`src/rtl/btr_pkg.sv`:
```
package btr_pkg;
  localparam int BR_KINDS = 8;
  localparam int BR_KW = $clog2(BR_KINDS);

  // Strobes from the control path to the datapath
  typedef struct packed {
    logic push;   // a record write handshake completes this cycle
    logic drop;   // a kept event is discarded because the region is full
    logic clear;  // drain acknowledge: restart the index, clear the flags
  } btrStrobeT;
endpackage

```
`src/rtl/btr_ctrl.sv`:
```
module btr_ctrl
  import btr_pkg::*;
(
  input  logic                evValid,
  input  logic [BR_KW-1:0]    evKind,
  input  logic                evUser,
  input  logic [BR_KINDS-1:0] kindMask,
  input  logic [1:0]          privSel,
  input  logic                bufFull,
  input  logic                wrReady,
  input  logic                drainAck,
  output logic                evReady,
  output logic                wrValid,
  output btrStrobeT           strb
);
  logic kindOk;
  logic privOk;
  logic keep;
  logic room;

  always_comb begin
    kindOk  = kindMask[evKind];
    privOk  = evUser ? privSel[0] : privSel[1];
    keep    = kindOk && privOk;
    room    = keep && !bufFull;
    // A drain acknowledge takes the whole cycle; events wait behind it.
    wrValid = !drainAck && evValid && room;
    evReady = !drainAck && (!room || wrReady);
    strb.push  = wrValid && wrReady;
    strb.drop  = !drainAck && evValid && keep && bufFull;
    strb.clear = drainAck;
  end
endmodule

```
`src/rtl/btr_dpath.sv`:
```
module btr_dpath
  import btr_pkg::*;
#(
  parameter int AW   = 32,
  parameter int IDXW = 12
) (
  input  logic            clk,
  input  logic            rstN,
  input  btrStrobeT       strb,
  input  logic [AW-1:0]   cfgBase,
  input  logic [IDXW-1:0] cfgDepth,
  input  logic [IDXW-1:0] cfgThresh,
  input  logic [AW-1:0]   evSrc,
  input  logic [AW-1:0]   evDst,
  output logic [AW-1:0]   wrAddr,
  output logic [2*AW-1:0] wrData,
  output logic            bufFull,
  output logic            irq,
  output logic            overflow
);
  localparam int RECB = (2 * AW) / 8;
  localparam int RSH  = $clog2(RECB);
  localparam int CW   = IDXW + 2;

  logic [IDXW-1:0] wrIdx;
  logic [CW-1:0]   nextCnt;
  logic            nearFull;

  always_comb begin
    bufFull  = wrIdx >= cfgDepth;
    nextCnt  = CW'(wrIdx) + CW'(1);
    nearFull = (nextCnt + CW'(cfgThresh)) >= CW'(cfgDepth);
    wrAddr   = cfgBase + (AW'(wrIdx) << RSH);
    wrData   = {evDst, evSrc};
  end

  always_ff @(posedge clk or negedge rstN) begin
    if (!rstN) begin
      wrIdx    <= '0;
      irq      <= 1'b0;
      overflow <= 1'b0;
    end else if (strb.clear) begin
      wrIdx    <= '0;
      irq      <= 1'b0;
      overflow <= 1'b0;
    end else begin
      if (strb.push) begin
        wrIdx <= wrIdx + 1'b1;
        if (nearFull) irq <= 1'b1;
      end
      if (strb.drop) overflow <= 1'b1;
    end
  end
endmodule

```
`src/rtl/brtrace_rec.sv`:
```
module brtrace_rec
  import btr_pkg::*;
#(
  parameter int AW   = 32,
  parameter int IDXW = 12
) (
  input  logic                clk,
  input  logic                rstN,
  input  logic                evValid,
  output logic                evReady,
  input  logic [2:0]          evKind,
  input  logic                evUser,
  input  logic [AW-1:0]       evSrc,
  input  logic [AW-1:0]       evDst,
  input  logic [AW-1:0]       cfgBase,
  input  logic [IDXW-1:0]     cfgDepth,
  input  logic [IDXW-1:0]     cfgThresh,
  input  logic [7:0]          kindMask,
  input  logic [1:0]          privSel,
  input  logic                drainAck,
  output logic                wrValid,
  input  logic                wrReady,
  output logic [AW-1:0]       wrAddr,
  output logic [2*AW-1:0]     wrData,
  output logic                irq,
  output logic                overflow
);
  btrStrobeT strb;
  logic      bufFull;

  btr_ctrl uCtrl (
    .evValid (evValid),
    .evKind  (evKind),
    .evUser  (evUser),
    .kindMask(kindMask),
    .privSel (privSel),
    .bufFull (bufFull),
    .wrReady (wrReady),
    .drainAck(drainAck),
    .evReady (evReady),
    .wrValid (wrValid),
    .strb    (strb)
  );

  btr_dpath #(.AW(AW), .IDXW(IDXW)) uDpath (
    .clk      (clk),
    .rstN     (rstN),
    .strb     (strb),
    .cfgBase  (cfgBase),
    .cfgDepth (cfgDepth),
    .cfgThresh(cfgThresh),
    .evSrc    (evSrc),
    .evDst    (evDst),
    .wrAddr   (wrAddr),
    .wrData   (wrData),
    .bufFull  (bufFull),
    .irq      (irq),
    .overflow (overflow)
  );
endmodule

```
`config.mk`:
```
export PLATFORM = sky130hd
export DESIGN_NAME = brtrace_rec
export DESIGN_NICKNAME = d
export VERILOG_FILES = /design/src/rtl/btr_pkg.sv /design/src/rtl/btr_ctrl.sv /design/src/rtl/btr_dpath.sv /design/src/rtl/brtrace_rec.sv
export SDC_FILE = /design/constraint.sdc
export NUM_CORES = 1
export LEC_CHECK = 0
export ABC_AREA = 1
export BUFFER_PORTS_ARGS = -buffer_cell sky130_fd_sc_hd__clkbuf_2
export CAP_MARGIN = 20
export CORE_MARGIN = 10
export CORE_UTILIZATION = 35
export DETAILED_ROUTE_END_ITERATION = 7
export GPL_ROUTABILITY_DRIVEN = 0
export GPL_TIMING_DRIVEN = 0
export HOLD_SLACK_MARGIN = 0.02
export PLACE_DENSITY = 0.69
export SYNTH_ARGS = -nofsm -noshare
export SYNTH_HDL_FRONTEND = slang
export SYNTH_SLANG_ARGS = --single-unit
```
`constraint.sdc`:
```
create_clock -name clk -period 4.4 [get_ports clk]
set_clock_uncertainty 0.05 [all_clocks]
set_input_delay 0.44 -clock clk [delete_from_list [all_inputs] [get_ports clk]]
set_output_delay 0.44 -clock clk [all_outputs]
set_load 0.03 [all_outputs]
```
==> flow_summary.toml, run 1 <==
[outcome]
outcome = "finished, final reports clean"

[timing]
max-slew-margin-rel_pct = 60.3
finalSetupViolations = 0
hold_viol = 0
tightest_slew_ns = 0.589
slew_violations = 0
fin_tns_setup_ns = 0
period_minus_slack_ns = 3.77
clock.fmax_mhz = 266
post-route-period-util_pct = 85.6
rsz0062_at_grt = "no"

[routing]
drcViolationCount = 0
vias_per_cell = 4.72
routedWlPerCell_um = 13.7
num_vias = 4045
drt_first_iter_violations = 174
firstDrtPassIters = 4
wirelength_mm = 11.7
drt.antenna.violating_nets = 0

[die]
start_util_pct = 36.2
io_pins = 239
chipHeight_um = 121
dieArea_sq_um = 14600
fp.coreArea_sq_um = 9860
num_rows = 36
die_x_um = 121

[cts]
clock_path_buffers = 2
postCtsSetupBuffers = 0
cts_resized = 0
hold_buffers = 0
clockRootBuffer = "clkbuf_8"
cts_tree = "built"
cts_made_buffers = 3
cts_htree_levels = 1
clock_sinks = 14
clk_latency_ns = 0.24
clk_pin_slew_ns = 0.06

[worst_setup_path]
slowest_delay_ns = 0.48
rr_endpoint = "uDpath.irq"
r2r_slack_ns = 0.63
path_class = "flip-flop to flip-flop"
slowest_stage = "dfrtp_1"
crit-reg2reg-launch = "uDpath.wrIdx[1]"
crit_chain = "inv_1 -> nor4_2 -> nand2_1 -> xor2_1 -> inv_1 -> ha_1 -> nand2_1 -> a21oi_1 -> nor3_1 -> nand3_1 -> xor2_1 -> ha_1 -> a21oi_1 -> o21ai_0 -> nand3_1 -> nand3_1 -> nor2_1 -> nand2_1 -> nor2_1 -> nand2_1 -> nand2_1 -> nand2_1"
ff2ff_path_depth = 22
worstSetupStartpointType = "flip-flop"
required_ns = 4.48
critPathCaptureType = "flip-flop"
crit_fanout = 7
arrival_ns = 3.85
cpMostUsedCell = "nand2_1"

[layout]
nFillCells = 1032
n_antenna_cell = 0
layout_commonest_cell = "clkbuf_2"
final_cells = 857
layout-drive-gt1-share_pct = 34.8
syn_to_final_growth_pct = 30.2
final_cell_mix = "clkbuf_2, nand2_1, buf_4"
final_core_util_pct = 47.1
fin_nets = 919
final_area_sq_um = 4650

[global_routing]
antenna_found_initial = 0
use_met2_pct = 28.6
use_met1_pct = 17.2
grt_usage_pct = 15.3
grt_max_degree = 15
grt.met3_usage_pct = 3.21
globalRoute.busiestLayer = "met2"
grt_pass1_wl_mm = 19.2
grt_overflow_total = 0
first_global_vias = 4202

[placement]
dp.cells = 853
port_buffers = 170
dp_hpwl_mm = 10.9
placed_area_sq_um = 4590

[power_and_ir_drop]
leakage_nw = 2.83
ir_worst_vdd_mv = 0.0701
p_per_area_nw_per_um2 = 130

[yosys]
yosys.area.top_type = "ha_1"
syn-instance-count = 550
synth.top_cell.area_share_pct = 18.6
synthTopCellsByArea = "ha_1, buf_4, nand2_1, dfrtp_1, inv_1"
synth_fa_ha_area_share_pct = 19.7
synth-edff-count = 0
synth_area_sq_um = 3570
synthFlopType = "dfrtp_1"
synth_fp_nets = 744
synth_top_family_by_area = "simple AND/OR/NAND/NOR gates"
ys_seq_area_share_pct = 9.81
synthMuxAreaShare_pct = 0.315
ys_ff_latch = 14
synthSimpleGateAreaFrac_pct = 28.8
synth_xor_area_share_pct = 11.0
yosysWarnings = 0
ys_types = 34
synthArstFlopShare_pct = 100
synth_compound_area_share_pct = 8.55
avgSynthCellArea_sq_um = 6.49

[worst_hold_path]
hp-class = "primary input to async pin"

[flow_run]
cap_viol_max_count = 0
-- cells in the mapped netlist (3+ instances only) --
cell type,number
o21ai_1,3
nor2_1,45
nand3_1,35
xnor2_1,18
inv_1,66
o21ai_0,13
buf_4,67
xor2_1,27
nand4_1,11
a21oi_1,28
a31oi_1,3
nor3_1,10
dfrtp_1,14
nand2_1,132
ha_1,53
nor4_1,3
-- layout make-up --
| type | instances | area, sq um | share of cell area [%] |
|---|---|---|---|
| multi-input combinational | 398 | 2450 | 52.6 |
| timing repair buffer | 170 | 851 | 18.3 |
| buffer | 71 | 528 | 11.4 |
| sequential | 14 | 350 | 7.53 |
| inverter | 67 | 253 | 5.43 |
| tap | 133 | 166 | 3.58 |
| clock buffer | 4 | 55.1 | 1.18 |
-- per-layer routing --
layer / up-vias / wire length (um)
li1: 2072 / -
met1: 1801 / 4520
met2: 158 / 6080
met3: 14 / 918
met4: 0 / 180
met5: - / 0
-- where the power goes --
part | switching [mW] | internal [mW]
registers | 0.000524 | 0.129
clock network | 0.0423 | 0.0791
logic | 0.217 | 0.137
total | 0.260 | 0.345
-- flip-flops by register name, indices dropped and copies added (netlist names) --
| signal | count |
|---|---|
| uDpath.wrIdx | 12 |
| uDpath.overflow | 1 |
| uDpath.irq | 1 |
-- worst max-delay path by stage --
stage | startpoint | end | cells after the start
final | uDpath.wrIdx[1] | uDpath.irq | 22
after global routing | uDpath.wrIdx[1] | uDpath.irq | 22
after CTS | uDpath.wrIdx[1] | uDpath.irq | 22
after detailed placement | uDpath.wrIdx[1] | uDpath.irq | 22
after global placement | uDpath.wrIdx[1] | uDpath.irq | 22
after floorplan | uDpath.wrIdx[1] | uDpath.irq | 21
-- cells by family after synthesis --
group	after synthesis
AO/OA/AOI/OAI	55
XOR/XNOR	45
adder cells (fa/ha/maj)	55
buffers and inverters	138
flip-flops	14
multiplexers	1
AND/OR/NAND/NOR	242
-- through the flow --
step | hold WS [ns] | setup WS [ns] | power, mW
after CTS | 0.0436 | 0.568 | 0.611
after detailed placement | 0.302 | 0.597 | 0.489
final | 0.0326 | 0.634 | 0.605
after global routing | 0.0537 | 0.121 | 0.649
after global placement | 0.296 | 0.700 | 0.481
after floorplan | 0.0944 | 1.25 | 0.378
-- critical path: cells and delay by family (launching register included) --
family / cells / cell delay (ns)
simple gates: 13 / 1.61
buf+inv: 2 / 0.27
compound gates: 3 / 0.28
flops: 1 / 0.48
fa+ha+maj: 2 / 0.61
xor+xnor: 2 / 0.37
Power figures use the tool's default switching activity.
==> run 2, diff against run 1 <==
Clock period 4.4 ns to 3.63 ns, I/O delays scaled along.
==> run 2 against run 1 <==
Sequential cell count stayed put. Largest cell class unchanged. Via count is 2.6% higher. Wire length is 4.0% higher. Total power is 22% higher. Count of clock-buffer cells in the layout stayed put. Sequential power is 21% higher. First-iteration DRC count is 16% higher. Sequential share of layout area is 0.26 points lower. Final area is 6.5% higher. Utilization is 3.1 points higher.
==> flow_summary.toml, run 2 (same netlist as run 1, synthesis figures left out) <==
[cts]
clock_sinks = 14
clk_latency_ns = 0.24
cts_htree_levels = 1
clockRootBuffer = "clkbuf_8"
clock_path_buffers = 2
cts_tree = "built"
cts_made_buffers = 3
clk_pin_slew_ns = 0.06

[worst_setup_path]
rr_endpoint = "uDpath.irq"
worstSetupStartpointType = "flip-flop"
r2r_slack_ns = 0.26
required_ns = 3.71
path_class = "flip-flop to flip-flop"
arrival_ns = 3.45
crit-reg2reg-launch = "uDpath.wrIdx[2]"
ff2ff_path_depth = 21
crit_fanout = 5
critPathCaptureType = "flip-flop"

[timing]
max-slew-margin-rel_pct = 68.4
holdWs_ns = 0.364
hold_viol = 0
period_minus_slack_ns = 3.37
finalSetupViolations = 0
post-route-period-util_pct = 92.8
slew_violations = 0
tightest_slew_ns = 0.470
clock.fmax_mhz = 297

[die]
fp.coreArea_sq_um = 9860
chipHeight_um = 121
io_pins = 239
dieArea_sq_um = 14600
start_util_pct = 36.2
die_x_um = 121
num_rows = 36

[routing]
wirelength_mm = 12.2
firstDrtPassIters = 4
num_vias = 4150
vias_per_cell = 4.73
drt.antenna.violating_nets = 0
routedWlPerCell_um = 13.9
drcViolationCount = 0
drt_first_iter_violations = 202

[power_and_ir_drop]
ir_worst_vdd_mv = 0.0855
fin_total_pwr_mw = 0.741
power_switching_mw = 0.319
p_per_area_nw_per_um2 = 150
switching_share_pct = 43.0
intPower_mw = 0.422
comb_power_share_pct = 59.0
clockPowerShare_pct = 19.8
leakage_nw = 2.96
power_frac_seq_pct = 21.2

[worst_hold_path]
worstHoldPathCells = 3
hp-start = "wrReady"
min_to = "uDpath.wrIdx[0]"
hp-class = "primary input to flip-flop"

[global_routing]
grt_pass1_wl_mm = 19.2
grt_usage_pct = 15.3
grt_overflow_total = 0
grt_max_degree = 15
first_global_vias = 4214
antenna_found_initial = 0

[layout]
layout_commonest_cell = "clkbuf_2"
fin_nets = 940
n_antenna_cell = 0
reg_top3 = "uDpath.wrIdx: 12 flops, uDpath.irq: 1 flops, uDpath.overflow: 1 flops"
regMostFlops = "uDpath.wrIdx"
syn_to_final_growth_pct = 38.7
largest_reg_flops = 12
layout-drive-gt1-share_pct = 40.5
final_cells = 878
final_cell_mix = "clkbuf_2, nand2_1, buf_4"

[placement]
port_buffers = 170
dp_hpwl_mm = 10.9
dp.cells = 853

[outcome]
outcome = "finished, final reports clean"

[flow_run]
cap_viol_max_count = 0
==> run 2: cell types whose count changed in the layout (fill, tap and decap cells not counted), sizes merged <==
cell,change
dlygate4sd3,+1
buf,+20
==> run 2: worst max-delay path by stage <==
stage / start / endpoint / slack (ns) / cells past startpoint
floorplan: uDpath.wrIdx[1] / uDpath.irq / 0.48 / 21
global placement: uDpath.wrIdx[1] / uDpath.irq / -0.07 / 22
detailed placement: uDpath.wrIdx[1] / uDpath.irq / -0.17 / 22
CTS: uDpath.wrIdx[2] / uDpath.irq / 0.06 / 22
global route: uDpath.wrIdx[2] / uDpath.irq / -0.04 / 20
finish: uDpath.wrIdx[2] / uDpath.irq / 0.26 / 21
==> run 2: layout make-up <==
class / count / area (sq um)
Buffer: 71 / 528
Clock buffer: 4 / 55.1
Fill cell: 986 / 4910
Inverter: 67 / 253
Multi-Input combinational cell: 398 / 2580
Sequential cell: 14 / 360
Tap cell: 133 / 166
Timing Repair Buffer: 191 / 1010
==> run 2: timing repair <==
item / 4_1_cts / 5_1_grt
endpoints found under the setup margin: 1 / 1
gates resized for setup: 4 / 34
cloned: 0 / 0
pin swaps: 0 / 7
endpoints found under the hold margin: 14 / 0
hold buffers: 1 / 0
setup buffers: 0 / 20
==> run 2: metal layers <==
layer	wire length (um)	track usage (%)
met4	180	3.77
met3	952	3.35
met2	6380	28.5
met5	0	0
met1	4650	17.1
==> run 2: power by group through the flow <==
| stage | combinational, mW | sequential [mW] | clock, mW |
|---|---|---|---|
| floorplan | 0.297 | 0.161 | 0 |
| global placement | 0.423 | 0.160 | 0 |
| detailed placement | 0.433 | 0.160 | 0 |
| CTS | 0.435 | 0.157 | 0.149 |
| global route | 0.479 | 0.157 | 0.157 |
| finish | 0.437 | 0.157 | 0.147 |
==> run 2: worst max-delay path, cell delays in order, from the launching register on <==
cell and delay, ns:
dfrtp_2 0.44, buf_4 0.15, nand3_1 0.10, xor2_1 0.19, inv_1 0.12, ha_1 0.36, nand2_1 0.08, o21ai_0 0.29
nand2_1 0.11, nand3_2 0.14, nand3_1 0.09, nand2_1 0.08, xor2_1 0.16, ha_1 0.28, a21oi_2 0.14, nand3_1 0.09
nor2_1 0.09, nand2_1 0.06, nor2_2 0.07, nand2_1 0.06, nand2_1 0.05, nand2_1 0.04
==> run 2: metrics by stage <==
step / setup TNS [ns] / instance area, sq um / worst slack, ns / util, %
6_report: 0 / 4950 / 0.262 / 50.2
3_5_place_dp: -0.173 / 4590 / -0.173 / 46.5
5_1_grt: -0.0383 / 4950 / -0.0383 / 50.2
4_1_cts: 0 / 4680 / 0.0580 / 47.4
2_1_floorplan: 0 / 3570 / 0.477 / -
3_3_place_gp: -0.0704 / 4590 / -0.0704 / 46.5
